===== config.mk =====
export PLATFORM = sky130hd
export DESIGN_NAME = ddr_refresh_sched
export DESIGN_NICKNAME = d
export VERILOG_FILES = /design/src/rtl/ddr_ref_pkg.sv /design/src/rtl/ref_interval_timer.sv /design/src/rtl/ref_pend_ctr.sv /design/src/rtl/ref_cmd_seq.sv /design/src/rtl/ddr_refresh_sched.sv
export SDC_FILE = /design/constraint.sdc
export NUM_CORES = 1
export LEC_CHECK = 0
export BUFFER_PORTS_ARGS = -buffer_cell sky130_fd_sc_hd__clkbuf_2
export CORE_ASPECT_RATIO = 0.6
export CORE_MARGIN = 4
export CORE_UTILIZATION = 45
export CTS_CLUSTER_DIAMETER = 60
export CTS_CLUSTER_SIZE = 28
export DETAILED_ROUTE_END_ITERATION = 6
export PLACE_DENSITY = 0.63
export SLEW_MARGIN = 20
export SYNTH_ARGS = -nofsm -noshare
export SYNTH_HDL_FRONTEND = slang
export SYNTH_SLANG_ARGS = --single-unit
export TNS_END_PERCENT = 10

===== constraint.sdc =====
create_clock -name clk -period 2.2 [get_ports clk]
set_clock_uncertainty 0.2 [all_clocks]
set_input_delay 0.11 -clock clk [delete_from_list [all_inputs] [get_ports clk]]
set_output_delay 0.11 -clock clk [all_outputs]
set_load 0.005 [all_outputs]

===== src/rtl/ddr_ref_pkg.sv =====
// Shared types and typical interval constants for the refresh scheduler.
package ddr_ref_pkg;
    // Sequencer states.
    typedef enum logic [2:0] {
        SQ_IDLE,
        SQ_PRE,
        SQ_TRP,
        SQ_AREF,
        SQ_TRFC
    } seq_state_e;

    // Typical interval values: about 7.8 us and 15.6 us at two data rates.
    localparam logic [15:0] INTV_400_7P8  = 16'h0618;
    localparam logic [15:0] INTV_400_15P6 = 16'h0C30;
    localparam logic [15:0] INTV_533_7P8  = 16'h0820;
    localparam logic [15:0] INTV_533_15P6 = 16'h1040;
endpackage


===== src/rtl/ref_interval_timer.sv =====
// Interval timer: holds the programmable interval register and counts down.
// Gives a one-cycle expiry when the count reaches 1, then reloads.
// Assumes: a write changes only the register; the running count finishes
// its current period first. An interval of 0 is treated as 1.
module ref_interval_timer #(
    parameter int unsigned   IW      = 16,
    parameter logic [IW-1:0] DEF_VAL = IW'(ddr_ref_pkg::INTV_400_7P8)
) (
    input  logic          clk,
    input  logic          rst_n,
    input  logic          cfg_wr_i,
    input  logic [IW-1:0] cfg_val_i,
    output logic          expire_o
);
    localparam logic [IW-1:0] ONE = IW'(1);

    logic [IW-1:0] ireg_q;
    logic [IW-1:0] cnt_q;
    logic [IW-1:0] reload;

    // Interval register, written by configuration.
    always_ff @(posedge clk) begin
        if (!rst_n)        ireg_q <= DEF_VAL;
        else if (cfg_wr_i) ireg_q <= cfg_val_i;
    end

    // Reload value with zero clamped to one.
    always_comb reload = (ireg_q == '0) ? ONE : ireg_q;

    // Expiry when the count has reached its last cycle.
    always_comb expire_o = (cnt_q <= ONE);

    // Down counter, reloaded on expiry.
    always_ff @(posedge clk) begin
        if (!rst_n)        cnt_q <= DEF_VAL;
        else if (expire_o) cnt_q <= reload;
        else               cnt_q <= cnt_q - ONE;
    end
endmodule


===== src/rtl/ref_pend_ctr.sv =====
// Pending-refresh counter: saturates at PEND_MAX and keeps a sticky
// overflow flag for expiries that could not be queued.
// Assumes: dec_i is only asserted while the count is non-zero.
module ref_pend_ctr #(
    parameter int unsigned PEND_MAX = 2,
    parameter int unsigned PW       = $clog2(PEND_MAX + 1)
) (
    input  logic          clk,
    input  logic          rst_n,
    input  logic          inc_i,
    input  logic          dec_i,
    output logic [PW-1:0] cnt_o,
    output logic          nz_o,
    output logic          ovf_o
);
    localparam logic [PW-1:0] CMAX = PW'(PEND_MAX);
    localparam logic [PW-1:0] ONE  = PW'(1);

    logic [PW-1:0] cnt_q;
    logic          ovf_q;

    // Count update: add on expiry, subtract on start, saturate at the top.
    always_ff @(posedge clk) begin
        if (!rst_n) begin
            cnt_q <= '0;
            ovf_q <= 1'b0;
        end else begin
            case ({inc_i, dec_i})
                2'b10: begin
                    if (cnt_q == CMAX) ovf_q <= 1'b1;
                    else               cnt_q <= cnt_q + ONE;
                end
                2'b01: begin
                    if (cnt_q != '0) cnt_q <= cnt_q - ONE;
                end
                default: ;
            endcase
        end
    end

    // Outputs straight from the state.
    always_comb begin
        cnt_o = cnt_q;
        nz_o  = (cnt_q != '0);
        ovf_o = ovf_q;
    end
endmodule


===== src/rtl/ref_cmd_seq.sv =====
// Refresh command sequencer. Order of a sequence:
//   precharge-all with page-clear -> tRP wait -> one auto-refresh slot per rank -> tRFC wait.
// Assumes: rank slots are consecutive cycles, and an unpopulated rank keeps its slot.
module ref_cmd_seq
    import ddr_ref_pkg::*;
#(
    parameter int unsigned NUM_RANKS = 2,
    parameter int unsigned TRP_CYC   = 2,
    parameter int unsigned TRFC_CYC  = 8
) (
    input  logic                 clk,
    input  logic                 rst_n,
    input  logic                 pend_nz_i,
    input  logic                 xfer_busy_i,
    input  logic                 locked_i,
    input  logic [NUM_RANKS-1:0] rank_pop_i,
    output logic                 start_o,
    output logic                 pre_all_o,
    output logic                 page_clr_o,
    output logic [NUM_RANKS-1:0] aref_o,
    output logic                 busy_o
);
    localparam int unsigned WMAX = (TRP_CYC > TRFC_CYC) ? TRP_CYC : TRFC_CYC;
    localparam int unsigned WW   = $clog2(WMAX + 2);
    localparam int unsigned RW   = (NUM_RANKS > 1) ? $clog2(NUM_RANKS) : 1;
    localparam logic [WW-1:0] W_ONE = WW'(1);
    localparam logic [RW-1:0] LAST_RANK = RW'(NUM_RANKS - 1);

    seq_state_e    state_q, state_d;
    logic [WW-1:0] wcnt_q, wcnt_d;
    logic [RW-1:0] rank_q, rank_d;

    // Start decision: idle, work pending, and no transfer or tenure in the way.
    always_comb start_o = (state_q == SQ_IDLE) && pend_nz_i && !xfer_busy_i && !locked_i;

    // Next-state logic for the sequence.
    always_comb begin
        state_d = state_q;
        wcnt_d  = wcnt_q;
        rank_d  = rank_q;
        case (state_q)
            SQ_IDLE: begin
                if (start_o) state_d = SQ_PRE;
            end
            SQ_PRE: begin
                rank_d = '0;
                if (TRP_CYC == 0) begin
                    state_d = SQ_AREF;
                end else begin
                    state_d = SQ_TRP;
                    wcnt_d  = WW'(TRP_CYC);
                end
            end
            SQ_TRP: begin
                if (wcnt_q <= W_ONE) state_d = SQ_AREF;
                else                 wcnt_d  = wcnt_q - W_ONE;
            end
            SQ_AREF: begin
                if (rank_q == LAST_RANK) begin
                    if (TRFC_CYC == 0) begin
                        state_d = SQ_IDLE;
                    end else begin
                        state_d = SQ_TRFC;
                        wcnt_d  = WW'(TRFC_CYC);
                    end
                end else begin
                    rank_d = rank_q + RW'(1);
                end
            end
            SQ_TRFC: begin
                if (wcnt_q <= W_ONE) state_d = SQ_IDLE;
                else                 wcnt_d  = wcnt_q - W_ONE;
            end
            default: state_d = SQ_IDLE;
        endcase
    end

    // State registers.
    always_ff @(posedge clk) begin
        if (!rst_n) begin
            state_q <= SQ_IDLE;
            wcnt_q  <= '0;
            rank_q  <= '0;
        end else begin
            state_q <= state_d;
            wcnt_q  <= wcnt_d;
            rank_q  <= rank_d;
        end
    end

    // Precharge slot outputs and the busy window.
    always_comb begin
        pre_all_o  = (state_q == SQ_PRE) && (|rank_pop_i);
        page_clr_o = (state_q == SQ_PRE);
        busy_o     = (state_q != SQ_IDLE);
    end

    // One auto-refresh strobe per rank, gated by the populated mask.
    for (genvar r = 0; r < NUM_RANKS; r++) begin : g_rank
        assign aref_o[r] = (state_q == SQ_AREF) && (rank_q == RW'(r)) && rank_pop_i[r];
    end
endmodule


===== src/rtl/ddr_refresh_sched.sv =====
// Top of the refresh scheduler. The interval timer feeds the pending
// counter, which releases sequences through the command sequencer.
// Assumes: the arbiter honours ref_busy_o, and the inputs are synchronous to clk.
module ddr_refresh_sched #(
    parameter int unsigned   IW           = 16,
    parameter logic [IW-1:0] DEF_INTERVAL = IW'(ddr_ref_pkg::INTV_400_7P8),
    parameter int unsigned   NUM_RANKS    = 2,
    parameter int unsigned   PEND_MAX     = 2,
    parameter int unsigned   TRP_CYC      = 2,
    parameter int unsigned   TRFC_CYC     = 8,
    parameter int unsigned   PW           = $clog2(PEND_MAX + 1)
) (
    input  logic                 clk,
    input  logic                 rst_n,
    input  logic                 cfg_wr_i,
    input  logic [IW-1:0]        cfg_interval_i,
    input  logic [NUM_RANKS-1:0] rank_pop_i,
    input  logic                 xfer_busy_i,
    input  logic                 locked_i,
    output logic                 pre_all_o,
    output logic                 page_clr_o,
    output logic [NUM_RANKS-1:0] aref_o,
    output logic                 ref_busy_o,
    output logic [PW-1:0]        pend_cnt_o,
    output logic                 ovf_o
);
    logic expire;
    logic start;
    logic pend_nz;

    ref_interval_timer #(.IW(IW), .DEF_VAL(DEF_INTERVAL)) i_timer (
        .clk      (clk),
        .rst_n    (rst_n),
        .cfg_wr_i (cfg_wr_i),
        .cfg_val_i(cfg_interval_i),
        .expire_o (expire)
    );

    ref_pend_ctr #(.PEND_MAX(PEND_MAX), .PW(PW)) i_pend (
        .clk  (clk),
        .rst_n(rst_n),
        .inc_i(expire),
        .dec_i(start),
        .cnt_o(pend_cnt_o),
        .nz_o (pend_nz),
        .ovf_o(ovf_o)
    );

    ref_cmd_seq #(.NUM_RANKS(NUM_RANKS), .TRP_CYC(TRP_CYC), .TRFC_CYC(TRFC_CYC)) i_seq (
        .clk        (clk),
        .rst_n      (rst_n),
        .pend_nz_i  (pend_nz),
        .xfer_busy_i(xfer_busy_i),
        .locked_i   (locked_i),
        .rank_pop_i (rank_pop_i),
        .start_o    (start),
        .pre_all_o  (pre_all_o),
        .page_clr_o (page_clr_o),
        .aref_o     (aref_o),
        .busy_o     (ref_busy_o)
    );
endmodule


## Word level (Yosys, flattened, before mapping)

Cells that the tools add are included.

| operators by class | value |
|---|---|
| bitwise logic cells | 1 |
| add/subtract/negate cells | 5 |
| mux-type cells | 15 |
| equality and inequality tests | 14 |
| magnitude comparators | 2 |
| reductions and logical operators | 23 |

Operator list:

| cell | count |
|---|---|
| 2-to-1 mux 16 bit | 2 |
| <= comparator 16 x 1 -> 1 bit (second input constant) | 1 |
| zero test 16 bit | 1 |
| subtractor 16 x 1 -> 16 bit (second input constant) | 1 |
| case mux 3 bit (5 select lines) | 1 |
| 2-to-1 mux 3 bit | 4 |
| case mux 4 bit (3 select lines) | 1 |
| logical AND 1 bit | 8 |
| 2-to-1 mux 4 bit | 2 |
| inequality test 2 x 1 -> 1 bit (second input constant) | 4 |
| equality test 3 x 2 -> 1 bit (second input constant) | 2 |
| inequality test 2 bit (second input constant) | 3 |
| AND reduction 3 bit | 2 |
| nonzero test 2 bit | 3 |
| nonzero test 3 bit | 2 |
| equality test 2 bit (second input constant) | 2 |
| <= comparator 4 x 1 -> 1 bit (second input constant) | 1 |
| 2-to-1 mux 2 bit | 2 |
| case mux 2 bit (2 select lines) | 1 |
| AND reduction 4 bit | 1 |
| OR reduction 2 bit | 2 |
| subtractor 4 x 1 -> 4 bit (second input constant) | 1 |
| equality test 3 x 1 -> 1 bit (second input constant) | 1 |
| equality test 3 bit (second input constant) | 1 |
| 10 further kinds | 11 |

| word-level totals | value |
|---|---|
| bits in registers | 43 |
| word-level logic and storage cells | 67 |
| output and inout port bits | 8 |

## Depth between registers and ports, before layout

| logic depth | value |
|---|---|
| depth in word-level cells | 7 |
| gate-level depth with buffers | 11 |

## Modules after synthesis

A second synthesis with hierarchy kept.

| unflattened totals | value |
|---|---|
| cells, all modules | 242 |
| area, all modules | 2158.3 um^2 |

Modules (own cells, without submodules):

| module | cells each | times used | area an instance (um^2) |
|---|---|---|---|
| ref_interval_timer | 159 | 1 | 1453.9 |
| ref_cmd_seq | 67 | 1 | 555.5 |
| ref_pend_ctr | 16 | 1 | 148.9 |

## Least setup slack after synthesis

No wires, ideal clock.

| path | value |
|---|---|
| kind | register -> register |
| start point | register i_seq.state_q[2] |
| end point | register i_pend.cnt_q[1], in the netlist i_pend.cnt_o[1] |
| cell stages (with the launch flop) | 9 |
| period minus slack after synthesis | 2.152 ns |
| buffers on the path | 1 |
| setup slack | 0.048 ns |
| setup time | 0.121 ns |
| required time | 1.879 ns |
| arrival | 1.831 ns |
| cell sequence | dfxtp_1 -> clkbuf_1 -> or3_1 -> or2_2 -> ha_1 -> nor2_1 -> nand2_1 -> a21oi_1 -> nor3_1 |

| between the ends | value |
|---|---|
| cells in the longest elaborated chain, start to end | 7 |
| elaborated cells between the ends (all ways) | 11 |
| classes of those cells | 4 x eq/ne; 1 x mux; 6 x reduce/logical |

Ends and longest elaborated chain:

| item | RTL line | source |
|---|---|---|
| from (decl) | ref_cmd_seq.sv:29 | `seq_state_e state_q, state_d;` |
| from (signal assigned) | ref_cmd_seq.sv:85 | `state_q <= state_d;` |
| zero test 3 bit (*) | ref_cmd_seq.sv:34 | `always_comb start_o = (state_q == SQ_IDLE) && pend_nz_i && !xfer_busy_i && !locked_i;` |
| logical AND 1 bit (*) (3 in a row) | ref_cmd_seq.sv:34 |  |
| equality test 2 x 1 -> 1 bit or equality test 2 bit (tied branches) | ref_pend_ctr.sv:28 | `case ({inc_i, dec_i})` |
| inequality test 2 x 1 -> 1 bit (no source line) (tied with other cells) | -- |  |
| AND reduction 3 bit (no source line) | -- |  |
| to (signal assigned) | ref_pend_ctr.sv:31 | `else cnt_q <= cnt_q + ONE;` |
| to (signal assigned) | ref_pend_ctr.sv:34 | `if (cnt_q != '0) cnt_q <= cnt_q - ONE;` |
| to (decl) | ref_pend_ctr.sv:19 | `logic [PW-1:0] cnt_q;` |

Mark *: on every way between the ends. The rest lies on a longest branch, timed or not.
A chain may end at the register's enable or synchronous reset.

## Worst setup path in the final report

| path | value |
|---|---|
| start point | register i_timer.cnt_q[12] |
| end point | register i_timer.cnt_q[13] |

| between the ends | value |
|---|---|
| cells in the longest elaborated chain, start to end | 2 |
| elaborated cells between the ends (all ways) | 3 |
| classes of those cells | 1 x add/sub; 1 x order compare; 1 x mux |

Ends and longest elaborated chain:

| item | RTL line | source |
|---|---|---|
| from (decl) | ref_interval_timer.sv:18 | `logic [IW-1:0] cnt_q;` |
| from (signal assigned) | ref_interval_timer.sv:36 | `else if (expire_o) cnt_q <= reload;` |
| from (signal assigned) | ref_interval_timer.sv:37 | `else cnt_q <= cnt_q - ONE;` |
| subtractor 16 x 1 -> 16 bit or <= comparator 16 x 1 -> 1 bit (tied branches) | ref_interval_timer.sv:37, ref_interval_timer.sv:31 |  |
| 2-to-1 mux 16 bit (*) | ref_interval_timer.sv:36 |  |

Marks and branches as above.

==> impl_metrics.env <==
export IMPL_outcome="completed"
export IMPL_fmax_mhz=471
export IMPL_cts_sinks=43
export IMPL_diodes=0
export IMPL_r2r_slack_ns=0.08
export IMPL_yosys_warnings=0
export IMPL_syn_instance_count=284
export IMPL_rsz0062_at_grt="yes"
export IMPL_totalPowerFinal_mw=1.76
export IMPL_cts_clk_slew_worst_paths_ns=0.09
export IMPL_clockBufferDepth=2
export IMPL_stdcell_area_um2=3040
export IMPL_cp_max_fo=13
export IMPL_fin_nets=376
export IMPL_crit_arrival_ns=2.10
export IMPL_track_usage_pct=20.3
export IMPL_cts_buffers=5
export IMPL_port_buffers=30
export IMPL_rr_worst_depth=4
export IMPL_rr_startpoint="i_timer.cnt_q[12]"
export IMPL_start_util_pct=46.7
export IMPL_htreeDepth=2
export IMPL_synth_area_per_cell_um2=8.40
export IMPL_grt_pass1_vias=2127
export IMPL_drive_gt1_share_pct=25.0
export IMPL_async_reset_ff_share_pct=0
export IMPL_dp_cells=390
export IMPL_synth_most_common_cell="dfxtp_1"
export IMPL_synth_seq_cells=43
export IMPL_crit_type="reg2reg"
export IMPL_drt_iter0_markers=125
export IMPL_max_slew_margin_rel_pct=64.8
export IMPL_tightest_slew_ns=0.527
export IMPL_holdPathStages=2
export IMPL_maxSlewViolCount=0
export IMPL_gp_congestion=0.877
export IMPL_dpl_cell_area_um2=2740
export IMPL_io_pins=31
export IMPL_vias_per_cell=5.48
export IMPL_p_leak_nw=1.20
export IMPL_synthesis_nets=313
export IMPL_fin_crit_sh_pct=96.4
export IMPL_worstHoldEndpoint="i_timer.ireg_q[3]"
export IMPL_finalHoldViolCount=0
export IMPL_synth_common_cells="dfxtp_1, nor2_1, a21oi_1, nand2_1, mux2i_1"
export IMPL_wl_um=6180
export IMPL_area_growth_pct=27.4
export IMPL_cp_end_kind="flip-flop"
export IMPL_grt_overflow=0
export IMPL_cp_start_kind="flip-flop"
export IMPL_die_x_um=102
export IMPL_yosysUniqueCellTypes=50
export IMPL_core_um2=5100
export IMPL_drc=0
export IMPL_grt_max_degree=29
export IMPL_drv_cap=0
export IMPL_wl_per_cell_um=14.9
export IMPL_final_cell_count_no_fill=414
export IMPL_seq_area_frac_synth_pct=36.1
export IMPL_netlist_top_cells_area="dfxtp_1, mux2i_1, nor2_1"
export IMPL_die_h_um=64.4
export IMPL_hp_class="in2reg"
export IMPL_required_ns=2.18
export IMPL_clock_latency_ns=0.30
export IMPL_rows=20
export IMPL_synth_edf_count=0
export IMPL_cts_tree="done"
export IMPL_vias=2267
export IMPL_hpwlAfterDp_um=4510
export IMPL_holdCritStartpoint="rst_n"
export IMPL_fin_util_pct=59.5
export IMPL_firstDrtPassIters=4
export IMPL_grt_pass1_wl_um=10500
export IMPL_fin_crit_ns=2.12
export IMPL_setup_viol=0
export IMPL_antenna_left=0
export IMPL_critPathLaunch="i_timer.cnt_q[12]"
export IMPL_rr_endpoint="i_timer.cnt_q[13]"
export IMPL_synth_area_um2=2380
export IMPL_n_fill_cell=480
export IMPL_ys_flop_type="dfxtp_1"
export IMPL_hold_ws_ns=0.0499
export IMPL_synth_top_area_share_pct=36.1
export IMPL_cts_root_buf="clkbuf_8"
export IMPL_power_density_nw_per_um2=578
export IMPL_vdd_drop_max_uv=325
export IMPL_die_area_um2=6570
export IMPL_antenna_found_initial=0
export IMPL_yosysTopAreaCell="dfxtp_1"
==> kinds of logic (layout without fill, tap and decap cells) <==
family / Yosys count / in the layout / synth area share, %
mux: 16 / 16 / 6.72
simple gates: 123 / 123 / 28.3
fa+ha+maj: 6 / 6 / 3.15
xor+xnor: 10 / 10 / 3.67
compound gates: 59 / 59 / 17.1
buf+inv: 27 / 91 / 4.93
flops: 43 / 43 / 36.1
==> worst max-delay path: stages (launching register included) <==
cell and delay (ns):
dfxtp_1 0.32, or4_4 0.53, or4_4 0.65, o31ai_2 0.25, a21oi_1 0.06
==> stage by stage <==
stage | setup TNS, ns | setup slack, ns
after detailed placement | 0 | 0.0706
after global placement | 0 | 0.0827
after floorplan | 0 | 0.0475
after CTS | 0 | 0.0721
after global routing | -0.0244 | -0.0244
final | 0 | 0.0790
==> routing by layer <==
layer	vias to the layer above	share of wire [%]	track usage [%]	wire, µm
met4	0	0.58	4.26	36
met3	4	7.5	7.31	461
met2	64	39	26.8	2380
met1	1030	53	31.0	3290
li1	1169	-	-	-
met5	-	0	0	0
==> cell usage in the layout (no fill, tap or decap), types with 2 or more instances in the layout <==
cell / Yosys / final
a211oi_1: 6 / 6
nor3_1: 12 / 11
or2_2: 2 / 2
o31a_1: 2 / 2
o21a_1: 2 / 2
a21oi_1: 17 / 17
nor2_2: 0 / 2
o21ai_0: 12 / 12
nor3b_1: 5 / 5
nand3_1: 9 / 9
or3_1: 5 / 5
dfxtp_1: 43 / 43
mux2i_1: 16 / 16
nor4_1: 12 / 10
nand4_1: 4 / 4
ha_1: 6 / 6
inv_1: 10 / 10
buf_4: 0 / 26
or4_1: 4 / 4
nand2b_1: 3 / 3
or4_4: 4 / 4
nand2_1: 17 / 17
clkbuf_8: 0 / 5
nor2_1: 36 / 34
xnor2_1: 7 / 7
nor2b_1: 2 / 2
xor2_1: 3 / 3
o31ai_2: 4 / 5
clkbuf_2: 0 / 30
a31oi_1: 3 / 3
dlygate4sd3_1: 0 / 16
nor4_2: 2 / 4
==> worst max-delay path by stage <==
stage / end / cells after the start
5_1_grt: i_pend.cnt_o[1] / 9
3_3_place_gp: i_pend.cnt_o[1] / 9
4_1_cts: i_timer.cnt_q[1] / 6
2_1_floorplan: i_pend.cnt_o[1] / 8
3_5_place_dp: i_timer.cnt_q[10] / 4
6_report: i_timer.cnt_q[13] / 4
==> final cells by class <==
cell class,instances,area (µm²),area share [%]
multi-input cells,214,1430,47.2
repair buffers,72,505,16.6
inverters,11,41.3,1.36
clock buffers,5,68.8,2.26
clock inverters,3,46.3,1.52
flip-flops and latches,43,861,28.3
well taps,66,82.6,2.72
==> state kept, by name, indices dropped and copies added, names as in the netlist <==
name	count
i_timer.cnt_q	16
i_timer.ireg_q	16
i_seq.wcnt_q	4
i_seq.state_q	3
i_pend.cnt_o	2
i_pend.ovf_o	1
i_seq.rank_q	1
==> timing repair <==
action,CTS,global route
setup endpoints to repair,0,9
hold endpoints to repair,16,0
setup buffers,0,0
hold buffers,16,0
gates resized for setup,0,6
==> where the power goes <==
group | internal [mW] | switching [mW]
Combinational | 0.134 | 0.145
Sequential | 0.811 | 0.0285
Clock | 0.342 | 0.296
Total | 1.29 | 0.470
Note: power is estimated with default switching activity, not from simulation.
